==> config.mk <==
export PLATFORM = sky130hd
export DESIGN_NAME = sub_cmp_unit
export DESIGN_NICKNAME = d
export VERILOG_FILES = /design/src/rtl/sub_cmp_pkg.sv /design/src/rtl/cmp_sub_adder.sv /design/src/rtl/cmp_eq.sv /design/src/rtl/cmp_order.sv /design/src/rtl/sub_cmp_unit.sv
export SDC_FILE = /design/constraint.sdc
export NUM_CORES = 1
export LEC_CHECK = 0
export BUFFER_PORTS_ARGS = -buffer_cell sky130_fd_sc_hd__buf_4
export CAP_MARGIN = 15
export CORE_ASPECT_RATIO = 1.25
export CORE_UTILIZATION = 40
export CTS_CLUSTER_SIZE = 16
export DETAILED_ROUTE_END_ITERATION = 10
export SLEW_MARGIN = 25
export SYNTH_ARGS = -nofsm -noshare
export SYNTH_HDL_FRONTEND = slang
export SYNTH_HIERARCHICAL = 1
export SYNTH_SLANG_ARGS = --single-unit
==> constraint.sdc <==
create_clock -name clk -period 0.8 [get_ports clk]
set_clock_uncertainty 0.1 [all_clocks]
set_input_delay 0.16 -clock clk [delete_from_list [all_inputs] [get_ports clk]]
set_output_delay 0.16 -clock clk [all_outputs]
set_load 0.03 [all_outputs]
==> src/rtl/sub_cmp_pkg.sv <==
package sub_cmp_pkg;

  typedef struct packed {
    logic lt;
    logic gt;
    logic eq;
    logic so;
  } cond_t;

endpackage

==> src/rtl/cmp_sub_adder.sv <==
// Single adder forming ~A + B + 1 (B minus A), split at the half-width
// boundary so that the low-half carry is available for 32-bit mode.
module cmp_sub_adder #(
  parameter int W  = 64,
  parameter int HW = 32
) (
  input  logic [W-1:0] a_i,
  input  logic [W-1:0] b_i,
  output logic [W-1:0] diff_o,
  output logic         cout_full_o,
  output logic         cout_half_o
);
  localparam int UW = W - HW;

  logic [HW:0] lo_sum;
  logic [UW:0] hi_sum;

  always_comb begin
    lo_sum = {1'b0, ~a_i[HW-1:0]} + {1'b0, b_i[HW-1:0]} + {{HW{1'b0}}, 1'b1};
    hi_sum = {1'b0, ~a_i[W-1:HW]} + {1'b0, b_i[W-1:HW]} + {{UW{1'b0}}, lo_sum[HW]};
  end

  assign diff_o      = {hi_sum[UW-1:0], lo_sum[HW-1:0]};
  assign cout_half_o = lo_sum[HW];
  assign cout_full_o = hi_sum[UW];

endmodule

==> src/rtl/cmp_eq.sv <==
// Direct operand equality, independent of the adder.
module cmp_eq #(
  parameter int W  = 64,
  parameter int HW = 32
) (
  input  logic [W-1:0] a_i,
  input  logic [W-1:0] b_i,
  input  logic         word_mode_i,
  output logic         eq_o
);
  logic eq_lo;
  logic eq_hi;

  always_comb begin
    eq_lo = (a_i[HW-1:0] == b_i[HW-1:0]);
    eq_hi = (a_i[W-1:HW] == b_i[W-1:HW]);
    eq_o  = eq_lo & (word_mode_i | eq_hi);
  end

endmodule

==> src/rtl/cmp_order.sv <==
// Ordering flags from the difference sign, carry-out and operand signs.
module cmp_order (
  input  logic sign_a_i,
  input  logic sign_b_i,
  input  logic diff_msb_i,
  input  logic carry_i,
  input  logic eq_i,
  input  logic is_signed_i,
  output logic lt_o,
  output logic gt_o
);
  always_comb begin
    if (!is_signed_i) begin
      // carry set means no borrow: B >= A
      lt_o = carry_i & ~eq_i;
      gt_o = ~carry_i;
    end else if (sign_a_i != sign_b_i) begin
      lt_o = sign_a_i;
      gt_o = sign_b_i;
    end else begin
      // same signs: B - A cannot overflow
      lt_o = ~diff_msb_i & ~eq_i;
      gt_o = diff_msb_i;
    end
  end

endmodule

==> src/rtl/sub_cmp_unit.sv <==
module sub_cmp_unit
  import sub_cmp_pkg::*;
#(
  parameter int DATA_W  = 64,
  parameter int HALF_W  = 32,
  parameter bit REG_OUT = 1'b1,
  parameter int SYNC_STAGES = 2
) (
  input  logic              clk,
  input  logic              rst_n,
  input  logic              en,
  input  logic [DATA_W-1:0] op_a,
  input  logic [DATA_W-1:0] op_b,
  input  logic              is_signed,
  input  logic              word_mode,
  input  logic              so_in,
  output logic [3:0]        cond_out
);
  localparam int MSB_F = DATA_W - 1;
  localparam int MSB_H = HALF_W - 1;

  // reset: asserted asynchronously, released on clk
  logic [SYNC_STAGES-1:0] rst_pipe;
  logic                   rst_n_int;

  always_ff @(posedge clk or negedge rst_n) begin
    if (!rst_n) rst_pipe <= '0;
    else        rst_pipe <= {rst_pipe[SYNC_STAGES-2:0], 1'b1};
  end
  assign rst_n_int = rst_pipe[SYNC_STAGES-1] & rst_n;

  logic [DATA_W-1:0] diff;
  logic              cout_full;
  logic              cout_half;
  logic              eq_w;
  logic              lt_w;
  logic              gt_w;
  logic              sign_a;
  logic              sign_b;
  logic              diff_msb;
  logic              carry_sel;
  cond_t             cond_d;

  cmp_sub_adder #(.W(DATA_W), .HW(HALF_W)) u_adder (
    .a_i         (op_a),
    .b_i         (op_b),
    .diff_o      (diff),
    .cout_full_o (cout_full),
    .cout_half_o (cout_half)
  );

  cmp_eq #(.W(DATA_W), .HW(HALF_W)) u_eq (
    .a_i         (op_a),
    .b_i         (op_b),
    .word_mode_i (word_mode),
    .eq_o        (eq_w)
  );

  always_comb begin
    if (word_mode) begin
      sign_a    = op_a[MSB_H];
      sign_b    = op_b[MSB_H];
      diff_msb  = diff[MSB_H];
      carry_sel = cout_half;
    end else begin
      sign_a    = op_a[MSB_F];
      sign_b    = op_b[MSB_F];
      diff_msb  = diff[MSB_F];
      carry_sel = cout_full;
    end
  end

  cmp_order u_order (
    .sign_a_i    (sign_a),
    .sign_b_i    (sign_b),
    .diff_msb_i  (diff_msb),
    .carry_i     (carry_sel),
    .eq_i        (eq_w),
    .is_signed_i (is_signed),
    .lt_o        (lt_w),
    .gt_o        (gt_w)
  );

  always_comb begin
    cond_d.lt = lt_w;
    cond_d.gt = gt_w;
    cond_d.eq = eq_w;
    cond_d.so = so_in;
  end

  generate
    if (REG_OUT) begin : g_reg
      cond_t cond_q;
      cond_t cond_nxt;

      always_comb begin
        cond_nxt = cond_q;
        if (en) cond_nxt = cond_d;
      end

      always_ff @(posedge clk or negedge rst_n_int) begin
        if (!rst_n_int) cond_q <= '0;
        else            cond_q <= cond_nxt;
      end

      assign cond_out = cond_q;


      hold_when_idle_chk: assert property (@(posedge clk) disable iff (!rst_n_int)
        !en |=> $stable(cond_out));


      capture_on_en_chk: assert property (@(posedge clk) disable iff (!rst_n_int)
        en |=> (cond_out == $past(cond_d)));


      so_copy_chk: assert property (@(posedge clk) disable iff (!rst_n_int)
        en |=> (cond_out[0] == $past(so_in)));
    end else begin : g_comb
      assign cond_out = cond_d;
    end
  endgenerate


  one_flag_chk: assert property (@(posedge clk) disable iff (!rst_n_int)
    $countones({lt_w, gt_w, eq_w}) == 1);


  eq_full_chk: assert property (@(posedge clk) disable iff (!rst_n_int)
    (!word_mode && (op_a == op_b)) |-> eq_w);


  ult_full_chk: assert property (@(posedge clk) disable iff (!rst_n_int)
    (!word_mode && !is_signed && (op_a < op_b)) |-> lt_w);


  slt_full_chk: assert property (@(posedge clk) disable iff (!rst_n_int)
    (!word_mode && is_signed && ($signed(op_a) > $signed(op_b))) |-> gt_w);

endmodule

**Word-level counts from Yosys, hierarchy flattened**

Index checks and enable logic that the tools add are counted.

- Bits in writable memories: 0
- Latch bits: 0
- Logic and storage cells: 30
- Register bits: 6
- Memories: 0
- Output and inout port bits: 4
- Input bits: 134
- Memory bits (read-only): 0

- Eq/ne operators: 3
- Divide/modulo/power cells: 0
- Shift-type cells: 0
- Order comparisons: 0
- Bitwise gates (word level): 10
- Add/subtract/negate cells: 4
- Mux-type cells: 8
- Multipliers: 0
- Reduce and logical (&&, ||, !) cells: 0

Operator list:

| cell | number |
|---|---|
| 32-bit by 32-bit adder with 33-bit output | 2 |
| 32-bit == test | 2 |
| 32-bit NOT | 2 |
| 33-bit by 1-bit adder with 33-bit output | 1 |
| 33-bit by 1-bit adder with 33-bit output (second input constant) | 1 |
| 1-bit two-way mux | 8 |
| 1-bit AND | 4 |
| 1-bit NOT | 3 |
| 1-bit inequality test | 1 |
| 1-bit bitwise OR | 1 |

**Longest topological paths before layout**

- Depth in word-level cells: 9
- Gate-level depth with buffers: 26
- Mapped depth without buffers: 26

**By module**

The synthesis kept the hierarchy.

Modules (own cells, without submodules):

| module | area each (µm²) | cells an instance | times used | seq. area each (µm²) |
|---|---|---|---|---|
| cmp_sub_adder | 3564.7 | 521 | 1 | 0.0 |
| cmp_eq | 695.7 | 86 | 1 | 0.0 |
| sub_cmp_unit | 250.2 | 16 | 1 | 150.1 |
| cmp_order | 55.1 | 9 | 1 | 0.0 |

**Least setup slack after synthesis**

OpenSTA, ideal clock, no wires.

- Path kind: input to register
- Start: input port op_a[2]
- End: register g_reg.cond_q, in the netlist cond_out[3]
- Path slack: -4.365 ns
- Buffers on the path: 0
- Setup time: 0.125 ns
- Data arrival time: 4.940 ns
- Required time: 0.575 ns
- Stages: 25
- Cells stage by stage: inv_1 > ha_1 > nor2b_1 > o31a_1 > a21bo_1 > o41ai_4 > o21ai_2 > o41ai_4 > o21a_1 > a31oi_1 > fa_1 > inv_1 > fa_1 > nor2b_1 > o211ai_1 > a21oi_1 > o211a_1 > a221oi_4 > o31ai_2 > a21oi_1 > o21ai_1 > mux2_2 > nor2b_1 > a22o_1 > mux2_2

- Elaborated cells on any way between the ends: 14
- Classes of those cells: add/sub: 3; eq/ne: 1; mux: 4; bitwise: 6

RTL lines:

| element | RTL line | source |
|---|---|---|
| start, declared | sub_cmp_unit.sv:12 | `input logic [DATA_W-1:0] op_a,` |
| 32-bit NOT | cmp_sub_adder.sv:19 | `lo_sum = {1'b0, ~a_i[HW-1:0]} + {1'b0, b_i[HW-1:0]} + {{HW{1'b0}}, 1'b1};` |
| 32-bit by 32-bit adder with 33-bit output | cmp_sub_adder.sv:19 |  |
| 33-bit by 1-bit adder with 33-bit output | cmp_sub_adder.sv:19 |  |
| via cout_half | sub_cmp_unit.sv:34 | `logic cout_half;` |
| 33-bit by 1-bit adder with 33-bit output | cmp_sub_adder.sv:20 | `hi_sum = {1'b0, ~a_i[W-1:HW]} + {1'b0, b_i[W-1:HW]} + {{UW{1'b0}}, lo_sum[HW]};` |
| via cout_full | sub_cmp_unit.sv:33 | `logic cout_full;` |
| 1-bit two-way mux | sub_cmp_unit.sv:60 | `if (word_mode) begin` |
| via carry_sel | sub_cmp_unit.sv:41 | `logic carry_sel;` |
| 1-bit AND | cmp_order.sv:15 | `lt_o = carry_i & ~eq_i;` |
| 1-bit two-way mux | cmp_order.sv:13 | `if (!is_signed_i) begin` |
| via lt_w | sub_cmp_unit.sv:36 | `logic lt_w;` |
| end signal, assigned | sub_cmp_unit.sv:103 | `else cond_q <= cond_nxt;` |
| end, declared | sub_cmp_unit.sv:93 | `cond_t cond_q;` |

The timed path passes the listed nets, and every way through them passes these cells.
A chain may end at the register's enable or synchronous reset.

**Worst setup path in the final report**

- Start: input port op_b[0]
- End: register g_reg.cond_q, in the netlist cond_out[3]

- Elaborated cells on any way between the ends: 13
- Classes of those cells: add/sub: 3; eq/ne: 1; mux: 4; bitwise: 5

RTL lines:

| element | RTL line | source |
|---|---|---|
| start, declared | sub_cmp_unit.sv:13 | `input logic [DATA_W-1:0] op_b,` |
| 32-bit by 32-bit adder with 33-bit output | cmp_sub_adder.sv:19 |  |
| 33-bit by 1-bit adder with 33-bit output | cmp_sub_adder.sv:19 |  |
| via cout_half | sub_cmp_unit.sv:34 |  |
| 33-bit by 1-bit adder with 33-bit output | cmp_sub_adder.sv:20 |  |
| via cout_full | sub_cmp_unit.sv:33 |  |
| 1-bit two-way mux | sub_cmp_unit.sv:60 |  |
| via carry_sel | sub_cmp_unit.sv:41 |  |
| 1-bit AND | cmp_order.sv:15 |  |
| 1-bit two-way mux | cmp_order.sv:13 |  |
| via lt_w | sub_cmp_unit.sv:36 |  |

The timed path passes the listed nets, and every way through them passes these cells.

==> results.toml <==
[status]
status = "finished with violations"
violations = "setup timing"

[power_and_ir_drop]
p_switching_mw = 1.69
p_per_area_nw_per_um2 = 731
vdd_drop_max_mv = 1.22
internal_power_mw = 2.79
seqPwrFrac = 0.080
switching_share = 0.377
p_comb_frac = 0.809
power.leakage_nw = 3.38
clock_power_share = 0.111

[finish]
utilization = 0.777
fin_nets = 944
final_cell_count_no_fill = 838
n_antenna_cell = 0
fillers = 616
syn2layout_area_growth_pct = 86.1
final_area_um2 = 6130
drive_gt1_frac = 0.502

[drt]
detail_route.wl_per_cell_um = 13.6
vias = 4194
drc = 0
drt-total-wl_um = 11400
ant_nets = 0
drt_iter0_drc = 87
first_pass_iters = 4
via_per_inst = 5.00

[sta]
slew_violations = 0
finalCriticalPeriod_ns = 4.68
rsz0062_at_grt = "yes"
fin_crit_sh = 5.85
setup_viol = 8
fmax_mhz = 214
finalSetupTns_ns = -9.42
finalHoldViolations = 0
layout_setup_ws_ns = -3.88

[clocking]
htreeDepth = 1
root_buffer = "clkbuf_8"
numCtsBuffers = 3
path_clk_slew_ns = 0.04
cts.path.max_buffers = 2
cts_tree = "built"
clock-sinks = 6
clock_latency_ns = 0.23

[placement]
gp_congestion = 0.876
place_ws_ns = -4.22
port_buffers = 137
dpl.cell_count = 829
dp_hpwl_um = 9900
place_area_um2 = 5720

[logic_synthesis]
yosysWarnings = 6
synth.net_count = 637
synth_area_um2 = 3290
synth_cells = 437
avgSynthCellArea_um2 = 7.54

[floorplanning]
dieArea_um2 = 8600
core_um2 = 7880
die_w_um = 83.2
initial_core_util = 0.418
rows = 36
die_y_um = 103
ioPinCount = 138

[global_routing]
antenna_found_initial = 0
grt_start_max_net_pins = 6
grt-ovfl-total = 0
grt_pass1_wl_um = 18100
grt_pass1_vias = 4280
gr-usage-all-layers = 0.257

[critical_path]
arrival_ns = 4.69
cp_data_required_time_ns = 0.81
criticalPathCategory = "input port to flop"
cp-start-kind = "input port"
end_kind = "flop"
cp_max_fo = 2

[hold_path]
hp-class = "flop to asynchronous set/reset pin"

[flow_run]
max_cap_viol_count = 0
## metrics by stage
stage | hold slack, ns | power [mW]
2_1_floorplan | -0.236 | 1.92
3_3_place_gp | -0.155 | 3.64
3_5_place_dp | -0.154 | 3.72
4_1_cts | 0.0661 | 4.42
5_1_grt | 0.0713 | 4.87
6_report | 0.0699 | 4.48
## worst max-delay path, cell delays in order
cell and delay (ns):
buf_8 0.10, inv_4 0.04, ha_4 0.12, fa_2 0.18, nor2b_1 0.04, o31a_1 0.24, a21bo_1 0.22, o41ai_4 0.29
o21ai_2 0.11, o41ai_4 0.20, o21a_1 0.21, a31oi_4 0.11, fa_2 0.37, inv_2 0.07, fa_2 0.18, nor2b_1 0.04
o211ai_1 0.14, a21oi_1 0.08, o211a_1 0.24, a221oi_4 0.30, o31ai_2 0.11, a21oi_1 0.16, o21ai_1 0.08, mux2_4 0.28
nor2b_4 0.13, a22o_1 0.22, mux2_2 0.25
## power by group through the flow
stage / Combinational, mW / Clock, mW / Sequential [mW]
global route: 3.97 / 0.542 / 0.364
detailed placement: 3.36 / 0 / 0.358
floorplan: 1.51 / 0 / 0.412
finish: 3.62 / 0.497 / 0.359
global placement: 3.28 / 0 / 0.356
CTS: 3.55 / 0.512 / 0.360
## flip-flops by register name, summed over array words and instances (netlist names)
name,cells
cond_out,4
rst_pipe,2
## final timing paths
| check | from | endpoint | slack (ns) | cells past startpoint |
|---|---|---|---|---|
| max in group asynchronous | rst_n | cond_out[0] | 0.07 | 3 |
| max reg2reg | cond_out[1] | cond_out[1] | -0.19 | 2 |
| max | op_b[0] | cond_out[3] | -3.88 | 27 |
| min | rst_pipe[1] | cond_out[1] | 0.07 | 1 |
| min in group clk | so_in | cond_out[0] | 0.07 | 2 |
| min reg2reg | rst_pipe[1] | cond_out[1] | 0.07 | 1 |
## routing by layer
layer  track usage  vias to the layer above  share of wire
met1         0.262                     1903           0.37
met4        0.0504                        0          0.016
met2         0.557                      139           0.56
li1              -                     2134              -
met5             0                        -              0
met3        0.0286                       18          0.050
## timing repair
action / CTS / global route
hold endpoints to repair: 6 / 0
hold buffers: 1 / 0
pin swaps: 10 / 4
setup buffers: 1 / 4
endpoints found under the setup margin: 8 / 8
resized for setup: 44 / 20
## cells in the final DEF, fill, tap and decap left out, types with 7 or more instances in the layout
cell type / count
nand2_1: 22
a21oi_1: 32
ha_4: 11
a21o_1: 20
nand3_1: 7
buf_4: 293
buf_6: 17
nor2_1: 14
inv_2: 8
ha_1: 51
inv_1: 69
xnor2_2: 9
xor2_1: 33
nor4_1: 8
xnor2_1: 24
nand4_1: 15
## area by class of cell
cell class	count	area [um^2]	area share
clock buffers	4	45.0	0.00735
inverters	79	302	0.0492
multi-input cells	342	3090	0.505
flip-flops and latches	6	151	0.0247
well taps	95	119	0.0194
repair buffers	312	2420	0.394
No activity file was read; power rests on OpenSTA's default activity.
